### src/rtl/interval_timer.sv
module interval_timer #(
  parameter int W         = 32,
  parameter int REG_W     = 32,
  parameter int STS_BIT   = 27,
  parameter int IRQEN_BIT = 26,
  parameter int AUTO_BIT  = 22
) (
  input  logic             clk,
  input  logic             rst,
  input  logic             tick_i,
  input  logic             wr_en_i,
  input  logic [W-1:0]     wr_data_i,
  input  logic [REG_W-1:0] ctl_i,
  input  logic [REG_W-1:0] sts_i,
  output logic [W-1:0]     count_o,
  output logic [REG_W-1:0] sts_set_o,
  output logic             irq_o
);

  localparam logic [W-1:0]     ONE      = W'(1);
  localparam logic [REG_W-1:0] FLAG_SET = REG_W'(1) << STS_BIT;

  logic [W-1:0] cnt_q, reload_q;
  logic         fire_q;
  logic         expire;
  logic         unused_bits;

  assign expire      = tick_i && (cnt_q == ONE);
  assign count_o     = cnt_q;
  assign sts_set_o   = fire_q ? FLAG_SET : '0;
  assign irq_o       = sts_i[STS_BIT] & ctl_i[IRQEN_BIT];
  assign unused_bits = ^{ctl_i, sts_i};

  always_ff @(posedge clk) begin
    if (rst) begin
      cnt_q    <= '0;
      reload_q <= '0;
      fire_q   <= 1'b0;
    end else begin
      fire_q <= expire;
      if (wr_en_i) begin
        cnt_q    <= wr_data_i;
        reload_q <= wr_data_i;
      end else if (expire) begin
        cnt_q <= ctl_i[AUTO_BIT] ? reload_q : '0;
      end else if (tick_i && cnt_q != '0) begin
        cnt_q <= cnt_q - ONE;
      end
    end
  end

  a_r1_load: assert property (@(posedge clk) disable iff (rst)
    wr_en_i |=> count_o == $past(wr_data_i));

  a_r3_hold: assert property (@(posedge clk) disable iff (rst)
    (!wr_en_i && !tick_i) |=> $stable(count_o));

  a_r3_floor: assert property (@(posedge clk) disable iff (rst)
    (!wr_en_i && count_o == '0) |=> count_o == '0);

  a_r3_step: assert property (@(posedge clk) disable iff (rst)
    (!wr_en_i && tick_i && count_o > ONE) |=> count_o == $past(count_o) - ONE);

  a_r4_flag: assert property (@(posedge clk) disable iff (rst)
    (tick_i && count_o == ONE) |=> sts_set_o == FLAG_SET);

  a_r4_quiet: assert property (@(posedge clk) disable iff (rst)
    !(tick_i && count_o == ONE) |=> sts_set_o == '0);

  a_r6_stop: assert property (@(posedge clk) disable iff (rst)
    (!wr_en_i && tick_i && count_o == ONE && !ctl_i[AUTO_BIT]) |=> count_o == '0);

endmodule

### config.mk
export PLATFORM = sky130hd
export DESIGN_NAME = interval_timer
export DESIGN_NICKNAME = d
export VERILOG_FILES = /design/src/rtl/interval_timer.sv
export SDC_FILE = /design/constraint.sdc
export NUM_CORES = 1
export LEC_CHECK = 0
export ABC_AREA = 1
export BUFFER_PORTS_ARGS = -buffer_cell sky130_fd_sc_hd__buf_2
export CAP_MARGIN = 10
export CORE_MARGIN = 8
export CORE_UTILIZATION = 30
export CTS_CLUSTER_SIZE = 16
export DETAILED_ROUTE_END_ITERATION = 8
export HOLD_SLACK_MARGIN = 0.05
export SLEW_MARGIN = 5
export SYNTH_ARGS = -nofsm -noshare
export SYNTH_HDL_FRONTEND = slang
export SYNTH_SLANG_ARGS = --single-unit
### constraint.sdc
create_clock -name clk -period 2.3 [get_ports clk]
set_clock_uncertainty 0.1 [all_clocks]
set_input_delay 0.345 -clock clk [delete_from_list [all_inputs] [get_ports clk]]
set_output_delay 0.345 -clock clk [all_outputs]
set_load 0.01 [all_outputs]
# Word level (Yosys, flattened, before mapping)
# Index checks and enable logic that the tools add are counted.
[word_totals]
register_bits = 65
inputBits = 100
output_inout_bits = 65
[classes]
addsub = 1
eq_ne = 1
muxes = 5
n_bitwise = 1
n_reduce_logical = 4
[op_table]
columns = ["cell", "count"]
rows = [
  ["two-way mux 32 bit", 4],
  ["== test 32 x 1 -> 1 bit, second input constant", 1],
  ["nonzero test 32 bit", 1],
  ["subtractor 32 x 1 -> 32 bit, second input constant", 1],
  ["two-way mux 28 bit", 1],
  ["nonzero test 3 bit", 1],
  ["logical AND 1 bit", 2],
  ["AND 1 bit", 1],
]

# Longest topological paths before layout
# Gate-level depths: netlist (run 1).
[depth]
depth_word = 5
depth_mapped = 15
mapped_depth_nobuf = 14

# Worst setup path before layout (run 1)
# No wires, ideal clock.
[synth_timing]
path_type = "register to register"
start = "register cnt_q[0], in the netlist count_o[0]"
end = "register cnt_q[2], in the netlist count_o[2]"
setup_ns = 0.115
arrival_ns = 1.652
slack_ns = 0.433
stages_incl_launch_ff = 11
path_buffers = 1
period_less_slack_ns = 1.867
cell_sequence = "dfxtp_1 -> inv_1 -> ha_1 -> nand2_2 -> nor2_2 -> nand2_2 -> o21ai_4 -> nand2_4 -> buf_6 -> o21ai_1 -> nor2_1"
[synth_between]
elab_chain_len = 4
[synth_rtl]
columns = ["element", "line", "text"]
rows = [
  ["start: declaration", "23", "logic [W-1:0] cnt_q, reload_q;"],
  ["start signal: assignment", "42", "cnt_q <= wr_data_i;"],
  ["start signal: assignment", "45", "cnt_q <= ctl_i[AUTO_BIT] ? reload_q : '0;"],
  ["start signal: assignment", "47", "cnt_q <= cnt_q - ONE;"],
  ["subtractor 32 x 1 -> 32 bit or == test 32 x 1 -> 1 bit (tied branches)", "47, 28", ""],
  ["two-way mux 32 bit or logical AND 1 bit (tied branches)", "46, 28", ""],
  ["two-way mux 32 bit", "44", "end else if (expire) begin"],
  ["two-way mux 32 bit", "41", "if (wr_en_i) begin"],
]
# Several ways; a longest one is shown, not always the timed one. The select of a mux whose other input is x is not followed.
# A chain may end at the register's enable or synchronous reset.

# Final worst setup path (run 1)
[layout_timing]
start = "register cnt_q[0], in the netlist count_o[0]"
end = "register cnt_q[22], in the netlist count_o[22]"
# The elaborated chain is that of the path after synthesis.

==> summary.txt, run 1 <==
Max cap viols: 0
Worst Path Arrival: 2220 ps
TritonCTS buffer count: 9
CTS tree: yes
Max VDD drop: 0.000345 V
Endpoints failing hold: 0
Inserted Diodes: 0
Met3 wire length: 799 µm
CP max FO: 17
Average wire per standard cell: 13.6 µm
Hpwl dp: 10400 µm
DIE AREA: 0.0187 mm²
Avg Vias per Cell: 4.46
Vias: 4439
Max Used Layer: met4
Clock transition at the registers of the reported paths: 50 ps
Final setup TNS: 0 ps
IO Port Bufs: 72
RSZ-0062 raised after global routing: false
Crit path capture type: register
Initial DRC count: 244
Remaining global-route overflow: 0
Clk Latency, worst-skew pair: 340 ps
Setup violations, final: 0
Initial antenna violation count: 0
Slew Limit Fails: 0
Period utilization: 90.6%
R2r setup slk: 220 ps
Initial Util: 30.4%
Kind of critical path: reg2reg
Area Overhead vs Synth: 18.4%
Worst r2r dst: count_o[22]
Routed Antenna Nets: 0
Pin count of the biggest net entering global routing: 34
Global placement routability congestion: 0.876
PD cells: 667 mW/mm²
Mean post-synth cell area: 6.05 µm²
Static Leak: 2.88 nW
GR Util All Layers: 14.3%
Routed length on met1: 6350 µm
Top cell type's share of synthesized area: 29.7%
Mapped Area: 0.00438 mm²
Cell accounting for the most synthesized area: dfxtp_1
Startpoint class of the critical path: register
Post-Route WL: 13500 µm
Rows: 44
Worst hold-check path type: in2reg
Fin cells: 995
Core Area: 0.0144 mm²
WHS Path Cells: 3
Layout Nets: 909
Yosys cell types: 29
Routed wire length on met2: 6120 µm
Hold Startpoint: wr_data_i[5]
Drt first pass iters: 5
Vias in the first global route: 4105
Root buffer cell: clkbuf_16
CP Data Required Time: 2440 ps
CTS Sinks: 65
Ys Warns: 0
Synth Register Bits: 65
Synth top area cells: dfxtp_1 (30%), nand2_1 (20%), nand3_1 (9.0%)
I/O pin count: 165
DP Cell Count: 980
H-tree depth: 3
Share of layout cells above drive strength 1: 16.9%
Sequential fraction of the synthesis area: 29.7%
Critical R2R Launch: count_o[0]
DRC Markers: 0
Pwr Total: 3.46 mW
Fmax: 480 MHz
Max Root-Sink Buffers: 2
DIE HEIGHT: 137 µm
Fin crit period: 2080 ps
Hold Path End: reload_q[5]
Mapped Cells: 725
First-pass GRT wire length: 21100 µm
R2R cell count: 12
Outcome: finished, final reports clean
Die X: 137 µm
Postcts setup bufs: 0
## worst max-delay path by stage
stage	slack, ps	endpoint	startpoint	cells past startpoint
global route	60	count_o[16]	count_o[0]	12
floorplan	430	count_o[2]	count_o[0]	10
finish	220	count_o[22]	count_o[0]	12
detailed placement	140	count_o[31]	count_o[10]	10
CTS	130	count_o[31]	count_o[1]	13
global placement	130	count_o[31]	count_o[10]	10
## layer usage
layer,track usage (%),vias to the layer above
met2,23.3,120
met5,0,-
li1,-,2364
met1,18.5,1939
met3,2.09,16
met4,6.16,0
## power breakdown
part,switching [mW],internal [mW],total [mW]
registers,0.0612,1.20,1.26
logic,0.560,0.296,0.856
clock network,0.510,0.832,1.34
total,1.13,2.33,3.46
## metrics by stage
step	utilization [%]	hold slack, ps	worst slack [ps]	cell area [µm²]
after floorplan	-	340	433	4500
after global placement	34.0	348	129	4900
after detailed placement	34.0	354	143	4900
after CTS	35.9	189	130	5180
after global routing	36.0	214	58.4	5190
final	36.0	192	216	5190
## cells in the final DEF (no fill, tap or decap), types with 3 or more instances in the layout
cell / netlist / final
nand2_1: 239 / 239
nor2_1: 93 / 93
nand3_1: 79 / 79
inv_1: 74 / 74
buf_2: 5 / 72
dfxtp_1: 65 / 65
a21oi_1: 34 / 34
conb_1: 1 / 31
buf_4: 32 / 28
o21ai_1: 16 / 16
nand3b_1: 15 / 15
nor2_2: 10 / 9
clkbuf_16: 0 / 9
o21ai_0: 7 / 7
xor2_1: 7 / 7
nand2_2: 6 / 6
nand4_1: 4 / 4
clkbuf_1: 14 / 3
## state kept, by name, indices dropped and copies added (netlist names)
| register | flops |
|---|---|
| count_o | 32 |
| fire_q | 1 |
| reload_q | 32 |
## cell usage after synthesis, drive strengths merged
cell type	instances
nand2	247
nor2	106
nand3	79
inv	74
dfxtp	65
buf	46
a21oi	36
o21ai	24
nand3b	15
clkbuf	14
xor2	7
nand4	4
ha	2
nor3	2
a21boi	1
clkinv	1
conb	1
xnor2	1
## repair_timing
item | 4_1_cts | 5_1_grt
resized for setup | 0 | 2
setup endpoints to repair | 0 | 1
hold buffers | 0 | 0
## worst max-delay path: stages, from the launching register on
cell	delay [ps]
dfxtp_1	340
inv_1	100
ha_1	250
nand2_2	120
nor2_2	180
nand2_2	100
o21ai_4	250
buf_6	230
nand3_1	100
nand2_1	70
inv_1	40
nand2_1	60
inv_1	30
## area by class of cell
type,instances,area [µm²]
sequential,65,1300
clock buffer,12,236
multi-input combinational,555,2510
timing repair buffer,101,582
fill,1622,9240
clock inverter,3,42.5
inverter,75,282
tap,184,230
## kinds of logic after synthesis
kind of cell / Yosys count / synth area share (%)
AO/OA/AOI/OAI: 61 / 7.45
other: 1 / 0.0856
XOR/XNOR: 8 / 1.60
adder cells (fa/ha/maj): 2 / 0.571
buffers and inverters: 135 / 15.8
AND/OR/NAND/NOR: 453 / 44.8
flip-flops: 65 / 29.7
No activity file was read; power rests on OpenSTA's default activity.
==> run 2: changes to the inputs <==
==> constraint.sdc (replaced) <==
create_clock -name clk -period 2.3 [get_ports clk]
set_clock_uncertainty 0.1 [all_clocks]
set_input_delay 0.345 -clock clk [delete_from_list [all_inputs] [get_ports clk]]
set_output_delay 0.345 -clock clk [all_outputs]
set_load 0.1 [all_outputs]
==> summary.txt, run 2 (synthesis gave the netlist of run 1 again) <==
DIE AREA: 0.0187 mm² (unchanged)
Fillers: 1666 (+2.7%)
Hpwl dp: 10300 µm (-0.78%)
Vias: 4427 (-0.27%)
Postcts setup bufs: 0 (unchanged)
Max cap viols: 0 (unchanged)
Die X: 137 µm (unchanged)
PD cells: 765 mW/mm² (+15%)
Drt first pass iters: 4 (-1)
IO Port Bufs: 72 (unchanged)
Startpoint class of the critical path: register
Switching part of the total: 40.4% (+7.7 points)
Kind of critical path: reg2reg
DIE HEIGHT: 137 µm (unchanged)
Share of layout cells above drive strength 1: 18.3% (+1.4 points)
Worst slew pin tran: 526 ps
Finished Cell Area: 0.00525 mm² (+1.2%)
Initial DRC count: 336 (+38%)
Comb power frac: 34.1% (+9.4 points)
DRC Markers: 0 (unchanged)
CP max FO: 7 (-10)
Max VDD drop: 0.000331 V (-4.1%)
Place WS: 207 ps (+64.4 ps)
Pin count of the biggest net entering global routing: 34 (unchanged)
Vias in the first global route: 4062 (-1.0%)
GR Util All Layers: 14.0% (-0.38 points)
Fin crit period: 2020 ps (-67.4 ps)
CP Data Required Time: 2470 ps (+30 ps)
TritonCTS buffer count: 9 (unchanged)
Routed Antenna Nets: 0 (unchanged)
Clock transition at the registers of the reported paths: 60 ps (about the same)
Flop pwr share: 31.5% (-5.0 points)
Rows: 44 (unchanged)
Average wire per standard cell: 13.3 µm (-1.9%)
Crit path capture type: register
Layout Nets: 911 (+0.22%)
Outcome: finished, final reports clean
Root buffer cell: clkbuf_16
Clk Latency, worst-skew pair: 330 ps (about the same)
CTS Hold Bufs: 0 (unchanged)
Slew Limit Fails: 0 (unchanged)
Post-Route WL: 13300 µm (-1.7%)
Rel. slew slack: 65.2%
Worst Path Arrival: 2190 ps (-30 ps)
Most frequent CP cell: nor2_1
Final setup TNS: 0 ps (unchanged)
Fmax: 496 MHz (+3.3%)
Setup ws final: 284 ps (+67.4 ps)
Worst hold-check path type: in2reg
Crit-path cells: inv_1, ha_1, nand2_2, nor2_2, nand2_2, nor2_1, nor2_1, nor2_2, buf_4, nor2_1, nor2_1
Max Root-Sink Buffers: 2 (unchanged)
Endpoints failing hold: 0 (unchanged)
Setup violations, final: 0 (unchanged)
CP max stage cell: dfxtp_2
CTS tree: yes
Area after DPL: 0.00494 mm² (+0.92%)
Inserted Diodes: 0 (unchanged)
Initial antenna violation count: 0 (unchanged)
CTS Sinks: 65 (unchanged)
Static Leak: 2.93 nW (+1.7%)
Period utilization: 87.7% (-2.9 points)
Power share of the clock group: 34.4% (-4.4 points)
Psw: 1.62 mW (+43%)
RSZ-0062 raised after global routing: false
Area Overhead vs Synth: 19.8%
Initial Util: 30.4% (unchanged)
Pwr Total: 4.02 mW (+16%)
Most common cell after layout, fill and taps aside: nand2_1
First-pass GRT wire length: 20700 µm (-1.9%)
Remaining global-route overflow: 0 (unchanged)
Max stage delay on crit path: 340 ps (about the same)
Avg Vias per Cell: 4.44 (-0.47%)
Cell Int Power: 2.40 mW (+2.8%)
Global placement routability congestion: 0.897 (+2.4%)
Resize count post-CTS: 0 (unchanged)
Most frequent cells in the layout: nand2_1 (239), nor2_1 (93), nand3_1 (79)
H-tree depth: 3 (unchanged)
Core Area: 0.0144 mm² (unchanged)
I/O pin count: 165 (unchanged)
[run 2: cell count changes in the layout (fill, tap and decap cells not counted), moves of 2 or more]
cell	delta
clkbuf_8	+2
buf_12	+2
clkbuf_1	-2
dfxtp_2	+8
dfxtp_1	-8
nand2_4	+2
[run 2: path summary, 6_finish.rpt]
kind	start	endpoint	slack [ps]	depth (start not counted)
setup reg to reg	count_o[0]	count_o[0]	280	11
hold reg to reg	reload_q[5]	reload_q[5]	360	2
setup / recovery	count_o[0]	count_o[0]	280	11
hold / removal	wr_data_i[5]	reload_q[5]	190	3
[run 2: final cells by class]
cell class                 instances  area [µm²]  area share, %
multi-input combinational        555        2510           47.8
sequential                        65        1310           25.0
timing repair buffer             103         622           11.8
inverter                          75         282           5.36
clock buffer                      12         256           4.88
tap                              184         230           4.38
clock inverter                     3        40.0          0.762
[run 2: power groups by stage]
| stage | Combinational [mW] | Clock [mW] | Sequential (mW) |
|---|---|---|---|
| finish | 1.37 | 1.38 | 1.27 |
| global route | 1.48 | 1.44 | 1.28 |
| CTS | 1.37 | 1.40 | 1.27 |
| detailed placement | 1.36 | 0 | 1.29 |
| global placement | 1.36 | 0 | 1.29 |
| floorplan | 0.805 | 0 | 1.61 |
[run 2: critical path: cells and delay by family (launching register included)]
kind / cells / cell delay [ps]
buffers and inverters: 2 / 280
adders and majority gates: 1 / 250
and+or+nand+nor: 8 / 970
DFF: 1 / 340
[run 2: stage by stage]
stage | std cells | util, % | hold WS (ps)
6_report | 997 | 36.4 | 192
5_1_grt | 997 | 36.4 | 201
4_1_cts | 997 | 36.3 | 194
3_5_place_dp | 982 | 34.3 | 354
3_3_place_gp | 982 | 34.3 | 347
2_1_floorplan | 755 | - | 340
[run 2: layer usage]
metal	part of all wire (%)	vias up	global-route usage (%)
met5	0	-	0
met4	1.5	0	4.53
met3	6.1	16	2.50
met2	45	114	22.5
met1	47	1922	18.5
li1	-	2375	-
